===== config.mk =====
export PLATFORM = sky130hd
export DESIGN_NAME = tsf_pid_filter
export DESIGN_NICKNAME = d
export VERILOG_FILES = /design/src/rtl/tsf_pkg.sv /design/src/rtl/tsf_slot_bank.sv /design/src/rtl/tsf_out_fifo.sv /design/src/rtl/tsf_word_packer.sv /design/src/rtl/tsf_pid_filter.sv
export SDC_FILE = /design/constraint.sdc
export NUM_CORES = 1
export LEC_CHECK = 0
export ABC_AREA = 1
export BUFFER_PORTS_ARGS = -buffer_cell sky130_fd_sc_hd__clkbuf_2
export CELL_PAD_IN_SITES_DETAIL_PLACEMENT = 1
export CELL_PAD_IN_SITES_GLOBAL_PLACEMENT = 2
export CORE_ASPECT_RATIO = 0.8
export CORE_MARGIN = 8
export CORE_UTILIZATION = 33
export CTS_BUF_LIST = sky130_fd_sc_hd__clkbuf_4 sky130_fd_sc_hd__clkbuf_8
export DETAILED_ROUTE_END_ITERATION = 8
export GPL_TIMING_DRIVEN = 1
export PLACE_DENSITY_LB_ADDON = 0.1
export SYNTH_ARGS = -nofsm -noshare
export SYNTH_HDL_FRONTEND = slang
export SYNTH_SLANG_ARGS = --single-unit

===== constraint.sdc =====
create_clock -name clk -period 3.05 [get_ports clk]
set_clock_uncertainty 0.1 [all_clocks]
set_input_delay 0.7625 -clock clk [delete_from_list [all_inputs] [get_ports clk]]
set_output_delay 0.7625 -clock clk [all_outputs]
set_load 0.03 [all_outputs]

===== src/rtl/tsf_pkg.sv =====
package tsf_pkg;

    localparam logic [7:0] TS_SYNC = 8'h47;
    localparam int PID_W = 13;

    // Register bit positions decoded by the slot bank
    localparam int BIT_PASS_ALL  = 16;
    localparam int BIT_SLOT_EN   = 15;
    localparam int BIT_LSB_FIRST = 14;
    localparam int BIT_BLOCK     = 13;

    typedef enum logic [1:0] {
        PS_IDLE,
        PS_HDR,
        PS_PASS
    } parse_state_e;

    typedef struct packed {
        logic             en;
        logic [PID_W-1:0] pid;
    } slot_cfg_t;

    typedef struct packed {
        logic pass_all;
        logic lsb_first;
        logic block;
    } glob_cfg_t;

    typedef struct packed {
        logic       sop;
        logic [7:0] data;
    } ts_byte_t;

endpackage


===== src/rtl/tsf_slot_bank.sv =====
module tsf_slot_bank
    import tsf_pkg::*;
#(
    parameter int NUM_SLOTS = 8,
    parameter int ADDR_W    = 6
) (
    input  logic             clk,
    input  logic             rst_n,
    input  logic             wr_en,
    input  logic [ADDR_W-1:0] addr,
    input  logic [31:0]      wdata,
    output logic [31:0]      rdata,
    input  logic [PID_W-1:0] pid_in,
    output logic             pid_hit,
    output glob_cfg_t        glob
);

    localparam int IDX_W  = (NUM_SLOTS > 1) ? $clog2(NUM_SLOTS) : 1;
    localparam int WIDX_W = ADDR_W - 2;

    typedef struct packed {
        slot_cfg_t [NUM_SLOTS-1:0] slot;
        glob_cfg_t                 glob;
    } bank_state_t;

    bank_state_t st_q, st_d;

    logic [WIDX_W-1:0]    widx;
    logic [IDX_W-1:0]     sidx;
    logic                 addr_ok;
    logic [NUM_SLOTS-1:0] hit_vec;
    logic                 unused_wdata;

    assign widx         = addr[ADDR_W-1:2];
    assign sidx         = widx[IDX_W-1:0];
    assign addr_ok      = (addr[1:0] == 2'b00) && (int'(widx) < NUM_SLOTS);
    assign unused_wdata = ^wdata[31:17];

    always_comb begin
        st_d = st_q;
        if (wr_en && addr_ok) begin
            st_d.slot[sidx].en  = wdata[BIT_SLOT_EN];
            st_d.slot[sidx].pid = wdata[PID_W-1:0];
            if (sidx == '0) begin
                st_d.glob.pass_all  = wdata[BIT_PASS_ALL];
                st_d.glob.lsb_first = wdata[BIT_LSB_FIRST];
                st_d.glob.block     = wdata[BIT_BLOCK];
            end
        end
    end

    always_ff @(posedge clk or negedge rst_n) begin
        if (!rst_n) begin
            for (int i = 0; i < NUM_SLOTS; i++) begin
                st_q.slot[i].en  <= 1'b0;
                st_q.slot[i].pid <= '1;
            end
            st_q.glob <= '0;
        end else begin
            st_q <= st_d;
        end
    end

    always_comb begin
        rdata = '0;
        if (addr_ok) begin
            rdata[BIT_SLOT_EN] = st_q.slot[sidx].en;
            rdata[PID_W-1:0]   = st_q.slot[sidx].pid;
            if (sidx == '0) begin
                rdata[BIT_PASS_ALL]  = st_q.glob.pass_all;
                rdata[BIT_LSB_FIRST] = st_q.glob.lsb_first;
                rdata[BIT_BLOCK]     = st_q.glob.block;
            end
        end
    end

    for (genvar g = 0; g < NUM_SLOTS; g++) begin : g_cmp
        assign hit_vec[g] = st_q.slot[g].en && (st_q.slot[g].pid == pid_in);
    end

    assign pid_hit = |hit_vec;
    assign glob    = st_q.glob;

endmodule


===== src/rtl/tsf_out_fifo.sv =====
module tsf_out_fifo
    import tsf_pkg::*;
#(
    parameter  int DEPTH = 4,
    localparam int LVL_W = $clog2(DEPTH) + 1
) (
    input  logic             clk,
    input  logic             rst_n,
    input  logic [1:0]       push_cnt,
    input  ts_byte_t [2:0]   push_ent,
    output logic             pop_vld,
    output ts_byte_t         pop_ent,
    output logic             out_vld,
    output ts_byte_t         out_ent,
    output logic [LVL_W-1:0] level
);

    localparam int PTR_W = $clog2(DEPTH);

    typedef struct packed {
        ts_byte_t [DEPTH-1:0] mem;
        logic [PTR_W-1:0]     wr;
        logic [PTR_W-1:0]     rd;
        logic [LVL_W-1:0]     lvl;
        logic                 ovld;
        ts_byte_t             oent;
    } fifo_state_t;

    fifo_state_t q, d;

    always_comb begin
        d       = q;
        pop_vld = (q.lvl != '0);
        pop_ent = q.mem[q.rd];
        for (int i = 0; i < 3; i++) begin
            if (i < int'(push_cnt)) begin
                d.mem[q.wr + PTR_W'(i)] = push_ent[i];
            end
        end
        d.wr   = q.wr + PTR_W'(push_cnt);
        d.rd   = q.rd + PTR_W'(pop_vld);
        d.lvl  = q.lvl + LVL_W'(push_cnt) - LVL_W'(pop_vld);
        d.ovld = pop_vld;
        d.oent = pop_vld ? pop_ent : '0;
    end

    always_ff @(posedge clk or negedge rst_n) begin
        if (!rst_n) begin
            q <= '0;
        end else begin
            q <= d;
        end
    end

    assign out_vld = q.ovld;
    assign out_ent = q.oent;
    assign level   = q.lvl;

endmodule


===== src/rtl/tsf_word_packer.sv =====
module tsf_word_packer
    import tsf_pkg::*;
(
    input  logic        clk,
    input  logic        rst_n,
    input  logic        in_vld,
    input  ts_byte_t    in_ent,
    input  logic        lsb_first,
    output logic        word_vld,
    output logic [31:0] word
);

    typedef struct packed {
        logic [1:0]  idx;
        logic [31:0] acc;
        logic        wv;
        logic [31:0] word;
    } pack_state_t;

    pack_state_t q, d;

    logic [1:0]  eff;
    logic [1:0]  lane;
    logic [31:0] tmp;

    always_comb begin
        d    = q;
        d.wv = 1'b0;
        eff  = in_ent.sop ? 2'd0 : q.idx;
        lane = lsb_first ? eff : (2'd3 - eff);
        tmp  = in_ent.sop ? '0 : q.acc;
        tmp[{lane, 3'b000} +: 8] = in_ent.data;
        if (in_vld) begin
            d.acc = tmp;
            d.idx = eff + 2'd1;
            if (eff == 2'd3) begin
                d.wv   = 1'b1;
                d.word = tmp;
            end
        end
    end

    always_ff @(posedge clk or negedge rst_n) begin
        if (!rst_n) begin
            q <= '0;
        end else begin
            q <= d;
        end
    end

    assign word_vld = q.wv;
    assign word     = q.word;

endmodule


===== src/rtl/tsf_pid_filter.sv =====
module tsf_pid_filter
    import tsf_pkg::*;
#(
    parameter  int NUM_SLOTS  = 8,
    parameter  int PKT_LEN    = 188,
    parameter  int FIFO_DEPTH = 4,
    parameter  int SYNC_CNT_W = 16,
    localparam int CFG_ADDR_W = $clog2(NUM_SLOTS) + 3
) (
    input  logic                  clk,
    input  logic                  rst_n,
    input  logic                  in_valid,
    input  logic                  in_sop,
    input  logic [7:0]            in_data,
    input  logic                  cfg_we,
    input  logic [CFG_ADDR_W-1:0] cfg_addr,
    input  logic [31:0]           cfg_wdata,
    output logic [31:0]           cfg_rdata,
    output logic                  out_valid,
    output logic                  out_sop,
    output logic [7:0]            out_data,
    output logic                  out_word_valid,
    output logic [31:0]           out_word,
    output logic [SYNC_CNT_W-1:0] sync_err_cnt
);

    localparam int CNT_W = $clog2(PKT_LEN);
    localparam int LVL_W = $clog2(FIFO_DEPTH) + 1;

    typedef struct packed {
        parse_state_e          st;
        logic [CNT_W-1:0]      cnt;
        logic [7:0]            hold0;
        logic [7:0]            hold1;
        logic [SYNC_CNT_W-1:0] sync_cnt;
    } parse_t;

    parse_t q, d;

    logic [PID_W-1:0] pid_now;
    logic             pid_hit;
    glob_cfg_t        glob;
    logic             accept;
    logic [1:0]       push_cnt;
    ts_byte_t [2:0]   push_ent;
    logic             pop_vld;
    ts_byte_t         pop_ent;
    logic             fifo_out_vld;
    ts_byte_t         fifo_out_ent;
    logic [LVL_W-1:0] fifo_level;

    assign pid_now = {q.hold1[4:0], in_data};
    assign accept  = glob.pass_all || (!glob.block && pid_hit);

    tsf_slot_bank #(
        .NUM_SLOTS(NUM_SLOTS),
        .ADDR_W   (CFG_ADDR_W)
    ) bank_i (
        .clk    (clk),
        .rst_n  (rst_n),
        .wr_en  (cfg_we),
        .addr   (cfg_addr),
        .wdata  (cfg_wdata),
        .rdata  (cfg_rdata),
        .pid_in (pid_now),
        .pid_hit(pid_hit),
        .glob   (glob)
    );

    always_comb begin
        d        = q;
        push_cnt = 2'd0;
        push_ent = '0;
        if (in_valid) begin
            if (in_sop) begin
                d.cnt = CNT_W'(1);
                if (in_data == TS_SYNC) begin
                    d.st    = PS_HDR;
                    d.hold0 = in_data;
                end else begin
                    d.st = PS_IDLE;
                    if (q.sync_cnt != '1) begin
                        d.sync_cnt = q.sync_cnt + 1'b1;
                    end
                end
            end else begin
                unique case (q.st)
                    PS_HDR: begin
                        if (q.cnt == CNT_W'(1)) begin
                            d.hold1 = in_data;
                            d.cnt   = CNT_W'(2);
                        end else begin
                            d.cnt = CNT_W'(3);
                            if (accept) begin
                                push_cnt         = 2'd3;
                                push_ent[0].sop  = 1'b1;
                                push_ent[0].data = q.hold0;
                                push_ent[1].data = q.hold1;
                                push_ent[2].data = in_data;
                                d.st             = PS_PASS;
                            end else begin
                                d.st = PS_IDLE;
                            end
                        end
                    end
                    PS_PASS: begin
                        push_cnt         = 2'd1;
                        push_ent[0].data = in_data;
                        d.cnt            = q.cnt + 1'b1;
                        if (q.cnt == CNT_W'(PKT_LEN - 1)) begin
                            d.st = PS_IDLE;
                        end
                    end
                    default: begin
                        d.st = PS_IDLE;
                    end
                endcase
            end
        end
    end

    always_ff @(posedge clk or negedge rst_n) begin
        if (!rst_n) begin
            q <= '{st: PS_IDLE, default: '0};
        end else begin
            q <= d;
        end
    end

    tsf_out_fifo #(
        .DEPTH(FIFO_DEPTH)
    ) fifo_i (
        .clk     (clk),
        .rst_n   (rst_n),
        .push_cnt(push_cnt),
        .push_ent(push_ent),
        .pop_vld (pop_vld),
        .pop_ent (pop_ent),
        .out_vld (fifo_out_vld),
        .out_ent (fifo_out_ent),
        .level   (fifo_level)
    );

    tsf_word_packer packer_i (
        .clk      (clk),
        .rst_n    (rst_n),
        .in_vld   (pop_vld),
        .in_ent   (pop_ent),
        .lsb_first(glob.lsb_first),
        .word_vld (out_word_valid),
        .word     (out_word)
    );

    assign out_valid    = fifo_out_vld;
    assign out_sop      = fifo_out_ent.sop;
    assign out_data     = fifo_out_ent.data;
    assign sync_err_cnt = q.sync_cnt;

endmodule


## Yosys cells after proc, flatten, opt, wreduce, memory -nomap -nowiden

Cells that the tools add are included.
Widths: inputs -> output; s select.

| word-level totals | value |
|---|---|
| input port bits | 51 |
| output and inout port bits | 91 |
| bits in registers | 277 |
| word-level logic and storage cells | 172 |

| operators by class | value |
|---|---|
| add/sub/neg operators | 11 |
| bitwise logic cells | 2 |
| $lt $le $gt $ge | 13 |
| muxes and demuxes | 56 |
| equality and inequality tests | 17 |
| reductions and logical operators | 29 |
| shifts and indexed selects | 2 |

Operators with widths:

| operator | number |
|---|---|
| $bwmux 112 | 2 |
| $bwmux 36 | 3 |
| $mux 36 | 3 |
| $eq 13x13->1 | 8 |
| $mux 17 | 5 |
| $demux 14 s3 | 2 |
| $mux 33 | 2 |
| $demux 9 s2 | 3 |
| $mux 9 | 6 |
| $bmux 14 s3 | 1 |
| $mux 8 | 5 |
| $bwmux 32 | 1 |
| $mux 32 | 1 |
| $pmux 8 s2 | 2 |
| $shift 8x7->32 const A | 1 |
| $shiftx 8x7->32 | 1 |
| $mux 14 | 2 |
| $mux 2 | 10 |
| $bmux 9 s2 | 1 |
| $add 16x1->16 const B | 1 |
| $ne 16x16->1 const B | 1 |
| $logic_and 1x1->1 | 15 |
| $mux 13 | 1 |
| $lt 2x3->1 const B | 4 |
| 34 further kinds | 49 |

## Depth between registers and ports, before layout

Gate-level depths: netlist of the first run.

| depth | value |
|---|---|
| depth in word-level cells | 16 |
| gate-level depth with buffers | 24 |
| mapped depth without buffers | 22 |

## Cells and area by module

Synthesis of the first run repeated with hierarchy kept, for this count alone.

| second synthesis, totals | value |
|---|---|
| cells, all modules | 2476 |
| area, all modules | 17169.0 µm² |

By module, submodules not included:

| module | times used | cells an instance | area an instance (µm²) | sequential area each (µm²) |
|---|---|---|---|---|
| tsf_slot_bank | 1 | 1080 | 7384.6 | 3007.9 |
| tsf_word_packer | 1 | 514 | 3691.0 | 1676.6 |
| tsf_out_fifo | 1 | 497 | 3400.8 | 1326.3 |
| tsf_pid_filter | 1 | 385 | 2692.6 | 1051.0 |

## Least setup slack after synthesis of the first run

No wires, ideal clock.

| timing | value |
|---|---|
| path kind | input-to-output |
| from | input cfg_addr[3] |
| to | output cfg_rdata[11] |
| required time | 2.188 ns |
| cell stages on the path | 6 |
| path buffers | 0 |
| data arrival time | 2.423 ns |
| setup slack | -0.236 ns |
| cells stage by stage | inv_1 -> nor3_1 -> clkinv_1 -> o22ai_1 -> a221oi_1 -> a41oi_1 |

| on the way | value |
|---|---|
| word-level cells in the longest chain between the ends | 3 |
| elaborated cells on any way between the ends | 5 |
| classes of those cells | 1 x order compare; 3 x mux; 1 x reduce/logical |

Ends and longest elaborated chain:

| what | RTL line | source |
|---|---|---|
| start, declared | tsf_pid_filter.sv:16 | `input logic [CFG_ADDR_W-1:0] cfg_addr,` |
| $lt 4x4->1 / $bmux 14 s3 (equally long branches) | tsf_slot_bank.sv:36, tsf_slot_bank.sv:68 |  |
| $logic_and 1x1->1 / $mux 14 (equally long branches) | -- |  |
| $mux 17 (*) | tsf_slot_bank.sv:66 | `if (addr_ok) begin` |
| end, declared | tsf_pid_filter.sv:18 | `output logic [31:0] cfg_rdata,` |

Mark *: on every way between the ends. The rest lies on a longest branch, timed or not. The select of a mux whose other input is x is not followed.

## Final worst setup path of the first run

| timing | value |
|---|---|
| from | input cfg_addr[4] |
| to | output cfg_rdata[5] |

Same word-level chain as after synthesis.

==> flow_metrics.tcl, run 1 <==
set metrics [dict create \
    synth.top_cell.area_share_pct 27.8 \
    p_sw_w 0.00548 \
    use_met1_pct 35.0 \
    area_growth_syn_to_layout_pct 28.4 \
    finalHoldViolCount 0 \
    drt-initial-drc-count 753 \
    chipWidth_um 259 \
    relSlewSlack_pct 54.2 \
    n_antenna_cell 0 \
    synthArstFlopShare_pct 100 \
    ioPinCount 142 \
    grt_use_met3_pct 5.02 \
    grt-ovfl-total 0 \
    hold_slack_ps 282 \
    clk_latency_ps 660 \
    htree_levels 2 \
    fin_crit_ps 3140 \
    grt_pass1_vias 15742 \
    viasPerCell 5.03 \
    slew_viol_final 0 \
    grt_antenna_before_repair 0 \
    crit_fanout 5 \
    design_area_um2 20000 \
    yosys.area.top_type "dfrtp_1" \
    antenna_left 0 \
    place.gp.congestion 0.877 \
    violations "negative setup slack" \
    synth_cells 2040 \
    fp.dieH_um 210 \
    rows 71 \
    die_area_um2 54500 \
    setup_ws_ps -88.7 \
    period_share_pct 103 \
    ys_ff_latch 277 \
    hold_path_class "in -> reg" \
    syn-cell-area_um2 15600 \
    yosysWarnings 0 \
    max_freq_ghz 0.319 \
    drt-total-wl_mm 64.4 \
    fin_cells 2962 \
    cts_buffer_depth 3 \
    ys_top_cells_by_area "dfrtp_1 (28%), dfstp_2 (18%), nand2_1 (16%), o21ai_0 (6.0%), inv_1 (5.4%)" \
    num_vias 14897 \
    status "finished, violations left" \
    cts_tree "yes" \
    worstPathArrival_ps 2280 \
    numCtsBuffers 53 \
    ys_seq_area_share_pct 45.3 \
    drc 0 \
    peakVddDrop_mv 0.378 \
    criticalPathCategory "in -> out" \
    drv_cap 0 \
    fin_nets 2366 \
    required_ps 2190 \
    grt_max_degree 78 \
    p_leak_nw 9.80 \
    io_buffers 111 \
    initial_core_util_pct 33.3 \
    clkPwrFrac_pct 29.8 \
    numClockSinks 277 \
    hpwl_mm 48.1 \
    comb_power_share_pct 34.6 \
    dpl.cell_count 2836 \
    finalSetupViolCount 11 \
    coreArea_um2 46800 \
    layout-drive-gt1-share_pct 31.7 \
    grt_pass1_wl_mm 98.5 \
    grtUsageMet2_pct 33.8 \
    r2r_setup_slack_ps -10 \
    synthFlopType "dfrtp_1" \
    swShare_pct 38.4 \
    synth-edff-count 0 \
    p_seq_share_pct 35.6 \
    yosysUniqueCellTypes 51 \
    top_usage_layer "met1" \
    worst_setup_path_start_kind "primary input" \
    tightest_slew_ps 687 \
    grt_usage_pct 23.5 \
    path_clk_slew_ps 60 \
    rsz0062_at_grt "yes" \
    p_int_w 0.00878 \
    power_density_nw_per_um2 712 \
    dr.pass1.iters 5 \
    cts_root_buffer "clkbuf_8" \
    wire_per_inst_um 21.7 \
    syn_area_per_cell_um2 7.65 \
    postPlaceCellArea_um2 17900 \
    critPathCaptureType "output pin" \
]
-- final cells by class --
type / count / area (um^2)
clock inverters: 7 / 70.1
inverters: 246 / 965
fillers: 5681 / 26800
well taps: 620 / 776
flip-flops and latches: 277 / 7070
clock buffers: 92 / 1150
multi-input cells: 1377 / 7270
repair buffers: 343 / 2730
-- layer usage --
layer	up-vias	part of all wire, %
li1	6982	-
met3	92	6.6
met4	0	2.3
met1	7434	50
met2	389	41
met5	-	0
-- cell families after synthesis --
| group | synth area share, % |
|---|---|
| other | 0.0240 |
| xor gates and xnor gates | 1.24 |
| buffers and inverters | 11.9 |
| DFF | 45.3 |
| AOI/OAI and AO/OA | 14.0 |
| adders and majority gates | 1.41 |
| and+or+nand+nor | 23.5 |
| muxes | 2.67 |
-- cell usage in the layout (no fill, tap or decap), drive strengths merged, types with 19 or more instances in the layout --
master,Yosys,final
dfstp,104,104
nand3,48,48
o22ai,35,35
nand2,691,691
nor3,19,19
o32ai,19,19
mux2,37,37
a21oi,46,46
inv,241,240
nor2,145,145
o21ai,202,202
clkbuf,48,192
dfrtp,173,173
buf,106,242
-- worst paths after layout --
path | start | to | cells after the start
hold reg to reg | q[24] | q[24] | 2
hold / removal | cfg_wdata[13] | bank_i.glob[0] | 3
min in group asynchronous | rst_n | sync_err_cnt[9] | 2
max in group asynchronous | rst_n | bank_i.st_q[81] | 3
setup reg to reg | pid_now[9] | fifo_i.level[2] | 20
setup / recovery | cfg_addr[4] | cfg_rdata[5] | 9
-- sequential cells by signal, indices dropped and copies added, names as in the netlist --
| signal | flops |
|---|---|
| pid_now | 5 |
| fifo_i.out_vld | 1 |
| fifo_i.level | 3 |
| packer_i.word | 32 |
| fifo_i.out_ent | 9 |
| q | 21 |
| bank_i.glob | 3 |
| bank_i.st_q | 112 |
| packer_i.q | 34 |
| sync_err_cnt | 16 |
| packer_i.word_vld | 1 |
| fifo_i.q | 40 |
-- what timing repair did --
item                                    4_1_cts  5_1_grt
endpoints found under the hold margin        18        0
hold buffers                                  1        0
buffers inserted                             22        7
resized for setup                            83      112
endpoints found under the setup margin       54       92
pin swaps                                    16       50
-- cells in the mapped netlist, types with 3 or more instances --
| cell type | instances |
|---|---|
| o32ai_1 | 19 |
| o211ai_1 | 17 |
| inv_2 | 17 |
| nand2_4 | 3 |
| mux2_2 | 37 |
| a41oi_1 | 10 |
| dfrtp_1 | 173 |
| o21ai_0 | 187 |
| nand3_1 | 47 |
| clkinv_1 | 5 |
| nand2_2 | 6 |
| a21oi_1 | 44 |
| nor3_1 | 16 |
| buf_6 | 5 |
| buf_4 | 79 |
| xor2_1 | 15 |
| dfstp_2 | 104 |
| clkbuf_1 | 47 |
| nor2_1 | 141 |
| inv_1 | 224 |
| xnor2_1 | 7 |
| ha_1 | 16 |
| a32o_1 | 6 |
| o22ai_1 | 33 |
| buf_2 | 17 |
| o21ai_1 | 13 |
| buf_1 | 5 |
| a22oi_1 | 12 |
| a31oi_1 | 5 |
| nand4_1 | 10 |
| nand2_1 | 682 |
| nor3_2 | 3 |
| a221oi_1 | 11 |
-- power by group through the flow --
stage	clock, W	combinational [W]	sequential (W)
global placement	0	0.00463	0.00508
floorplan	0	0.00305	0.00496
global route	0.00451	0.00542	0.00517
finish	0.00424	0.00494	0.00508
detailed placement	0	0.00475	0.00511
CTS	0.00436	0.00486	0.00507
-- critical path, stage by stage --
cell and delay (ps):
clkbuf_16 130, clkinvlp_4 130, buf_6 150, nor3_4 230, buf_6 190, buf_6 120
a22oi_2 70, a41oi_2 280, clkbuf_8 220
-- through the flow --
step | utilization [%] | total power, W | setup TNS (ps) | worst slack [ps]
global placement | 38.2 | 0.00971 | -20550 | -597
floorplan | - | 0.00802 | -141 | -76.7
detailed placement | 38.2 | 0.00986 | -22080 | -613
finish | 42.8 | 0.0143 | -305 | -88.7
global route | 42.8 | 0.0151 | -1430 | -151
CTS | 42.0 | 0.0143 | -110 | -32.3
No activity file was read; power rests on OpenSTA's default activity.
==> inputs of run 2 (changes only) <==
--- a/config.mk
+++ b/config.mk
@@ -10,12 +10,13 @@
 export CELL_PAD_IN_SITES_DETAIL_PLACEMENT = 1
 export CELL_PAD_IN_SITES_GLOBAL_PLACEMENT = 2
 export CORE_ASPECT_RATIO = 0.8
-export CORE_MARGIN = 8
-export CORE_UTILIZATION = 33
+export CORE_MARGIN = 4
+export CORE_UTILIZATION = 39
 export CTS_BUF_LIST = sky130_fd_sc_hd__clkbuf_4 sky130_fd_sc_hd__clkbuf_8
 export DETAILED_ROUTE_END_ITERATION = 8
 export GPL_TIMING_DRIVEN = 1
 export PLACE_DENSITY_LB_ADDON = 0.1
+export RECOVER_POWER = 100
 export SYNTH_ARGS = -nofsm -noshare
 export SYNTH_HDL_FRONTEND = slang
 export SYNTH_SLANG_ARGS = --single-unit
==> constraint.sdc (replaced) <==
create_clock -name clk -period 3.75 [get_ports clk]
set_clock_uncertainty 0.1 [all_clocks]
set_input_delay 0.9375 -clock clk [delete_from_list [all_inputs] [get_ports clk]]
set_output_delay 0.9375 -clock clk [all_outputs]
set_load 0.03 [all_outputs]
==> flow_metrics.tcl, run 2 (same netlist as run 1, synthesis figures left out) <==
set metrics [dict create \
    rows 65 \
    htree_levels 2 \
    fin_nets 2278 \
    r2r_setup_slack_ps 270 \
    cts_buffer_depth 3 \
    antenna_left 0 \
    grt-ovfl-total 0 \
    fin_cells 2786 \
    dr.pass1.iters 5 \
    grt_antenna_before_repair 1 \
    io_buffers 111 \
    design_area_um2 18300 \
    setup_tns_ps -51.8 \
    startpoint "cfg_addr[4]" \
    n_fill_cell 4916 \
    worst_setup_path_start_kind "primary input" \
    drc 0 \
    cp-endpoint "cfg_rdata[7]" \
    hold_slack_ps 357 \
    max_freq_ghz 0.264 \
    numCtsBuffers 48 \
    fp.dieH_um 187 \
    cts_root_buffer "clkbuf_8" \
    grt_usage_pct 27.0 \
    clk_latency_ps 620 \
    worst_r2r_endpoint "fifo_i.level[2]" \
    relSlewSlack_pct -34.0 \
    final_common_cell "nand2_1" \
    top_register "bank_i.st_q" \
    postPlaceCellArea_um2 17200 \
    peakVddDrop_mv 0.323 \
    period_share_pct 101 \
    largestRegisters "bank_i.st_q (112), fifo_i.q (40), packer_i.q (34)" \
    criticalPathCategory "in -> out" \
    dpl.cell_count 2689 \
    largest_register_ffs 112 \
    post_cts_hold_buffer_count 0 \
    numClockSinks 277 \
    coreArea_um2 39400 \
    rsz0062_at_grt "yes" \
    finalHoldViolCount 0 \
    power_density_nw_per_um2 579 \
    worstPathArrival_ps 2750 \
    initial_core_util_pct 39.5 \
    num_vias 14577 \
    r2r-start "pid_now[10]" \
    violations "max-capacitance violations, max-slew violations, negative setup slack" \
    drt-total-wl_mm 58.4 \
    tightest_slew_ps 2010 \
    drt-initial-drc-count 1137 \
    n_antenna_cell 0 \
    p_leak_nw 9.09 \
    mostFrequentLayoutCells "nand2_1 (682), inv_1 (221), o21ai_0 (186)" \
    grt_max_degree 78 \
    grt_pass1_vias 15295 \
    chipWidth_um 232 \
    hpwl_mm 44.2 \
    cts_tree "yes" \
    drv_cap 1 \
    path_clk_slew_ps 60 \
    viasPerCell 5.23 \
    r2r.worst_path.cells 20 \
    layout-drive-gt1-share_pct 23.9 \
    area_growth_syn_to_layout_pct 17.1 \
    wire_per_inst_um 21.0 \
    status "finished, violations left" \
    place.gp.congestion 0.917 \
    ioPinCount 142 \
    grt_pass1_wl_mm 91.6 \
    finalSetupViolCount 2 \
    slew_viol_final 78 \
    critPathCaptureType "output pin" \
    hold_path_class "reg -> reg" \
    setup_ws_ps -33.4 \
    required_ps 2710 \
    fin_crit_ps 3780 \
    die_area_um2 43300 \
    crit_fanout 9 \
]
-- run 2: final cells by class --
cell class              instances  area, um^2  area share (%)
flip-flops and latches        277        7060            38.7
multi-input cells            1377        6790            37.2
repair buffers                260        1780            9.77
clock buffers                  83         986            5.40
inverters                     246         931            5.10
well taps                     536         671            3.67
clock inverters                 7        46.3           0.253
-- run 2: critical path, stage by stage --
cell and delay [ps]:
clkbuf_2 140, nor3_1 340, clkinv_1 180, buf_12 180, o22ai_1 150, a221oi_1 120, buf_4 180, a41oi_1 240
buf_2 260
-- run 2: repair_timing --
| item | in CTS | in global routing |
|---|---|---|
| setup endpoints to repair | 4 | 13 |
| gates resized for setup | 3 | 11 |
| setup buffers | 3 | 4 |
-- run 2: per-layer routing --
metal  global-route usage (%)  up-vias  wire length, um
met2                     40.4      393            25000
met4                     5.01        2              878
met3                     6.68       69             4490
met1                     40.2     7312            28100
met5                        0        -               14
li1                         -     6801                -
-- run 2: worst min path at each step --
stage	startpoint	depth (start not counted)	endpoint	slack, ps
after floorplan	q[25]	2	q[25]	320
after global placement	q[25]	2	q[25]	340
after detailed placement	q[25]	2	q[25]	340
after CTS	rst_n	1	sync_err_cnt[11]	230
after global routing	q[25]	2	q[25]	370
final	q[25]	2	q[25]	360
-- run 2: through the flow --
step	utilization, %	setup slack [ps]	power (W)
2_1_floorplan	-	114	0.00649
3_3_place_gp	43.6	-159	0.00747
3_5_place_dp	43.6	-243	0.00760
4_1_cts	46.3	-28.4	0.0107
5_1_grt	46.3	-125	0.0113
6_report	46.3	-33.4	0.0106
-- run 2: power by group --
part | switching (W) | leakage, nW | internal (W)
logic | 0.00237 | 5.13 | 0.00107
registers | 0.000402 | 3.39 | 0.00372
clock network | 0.00137 | 0.561 | 0.00166
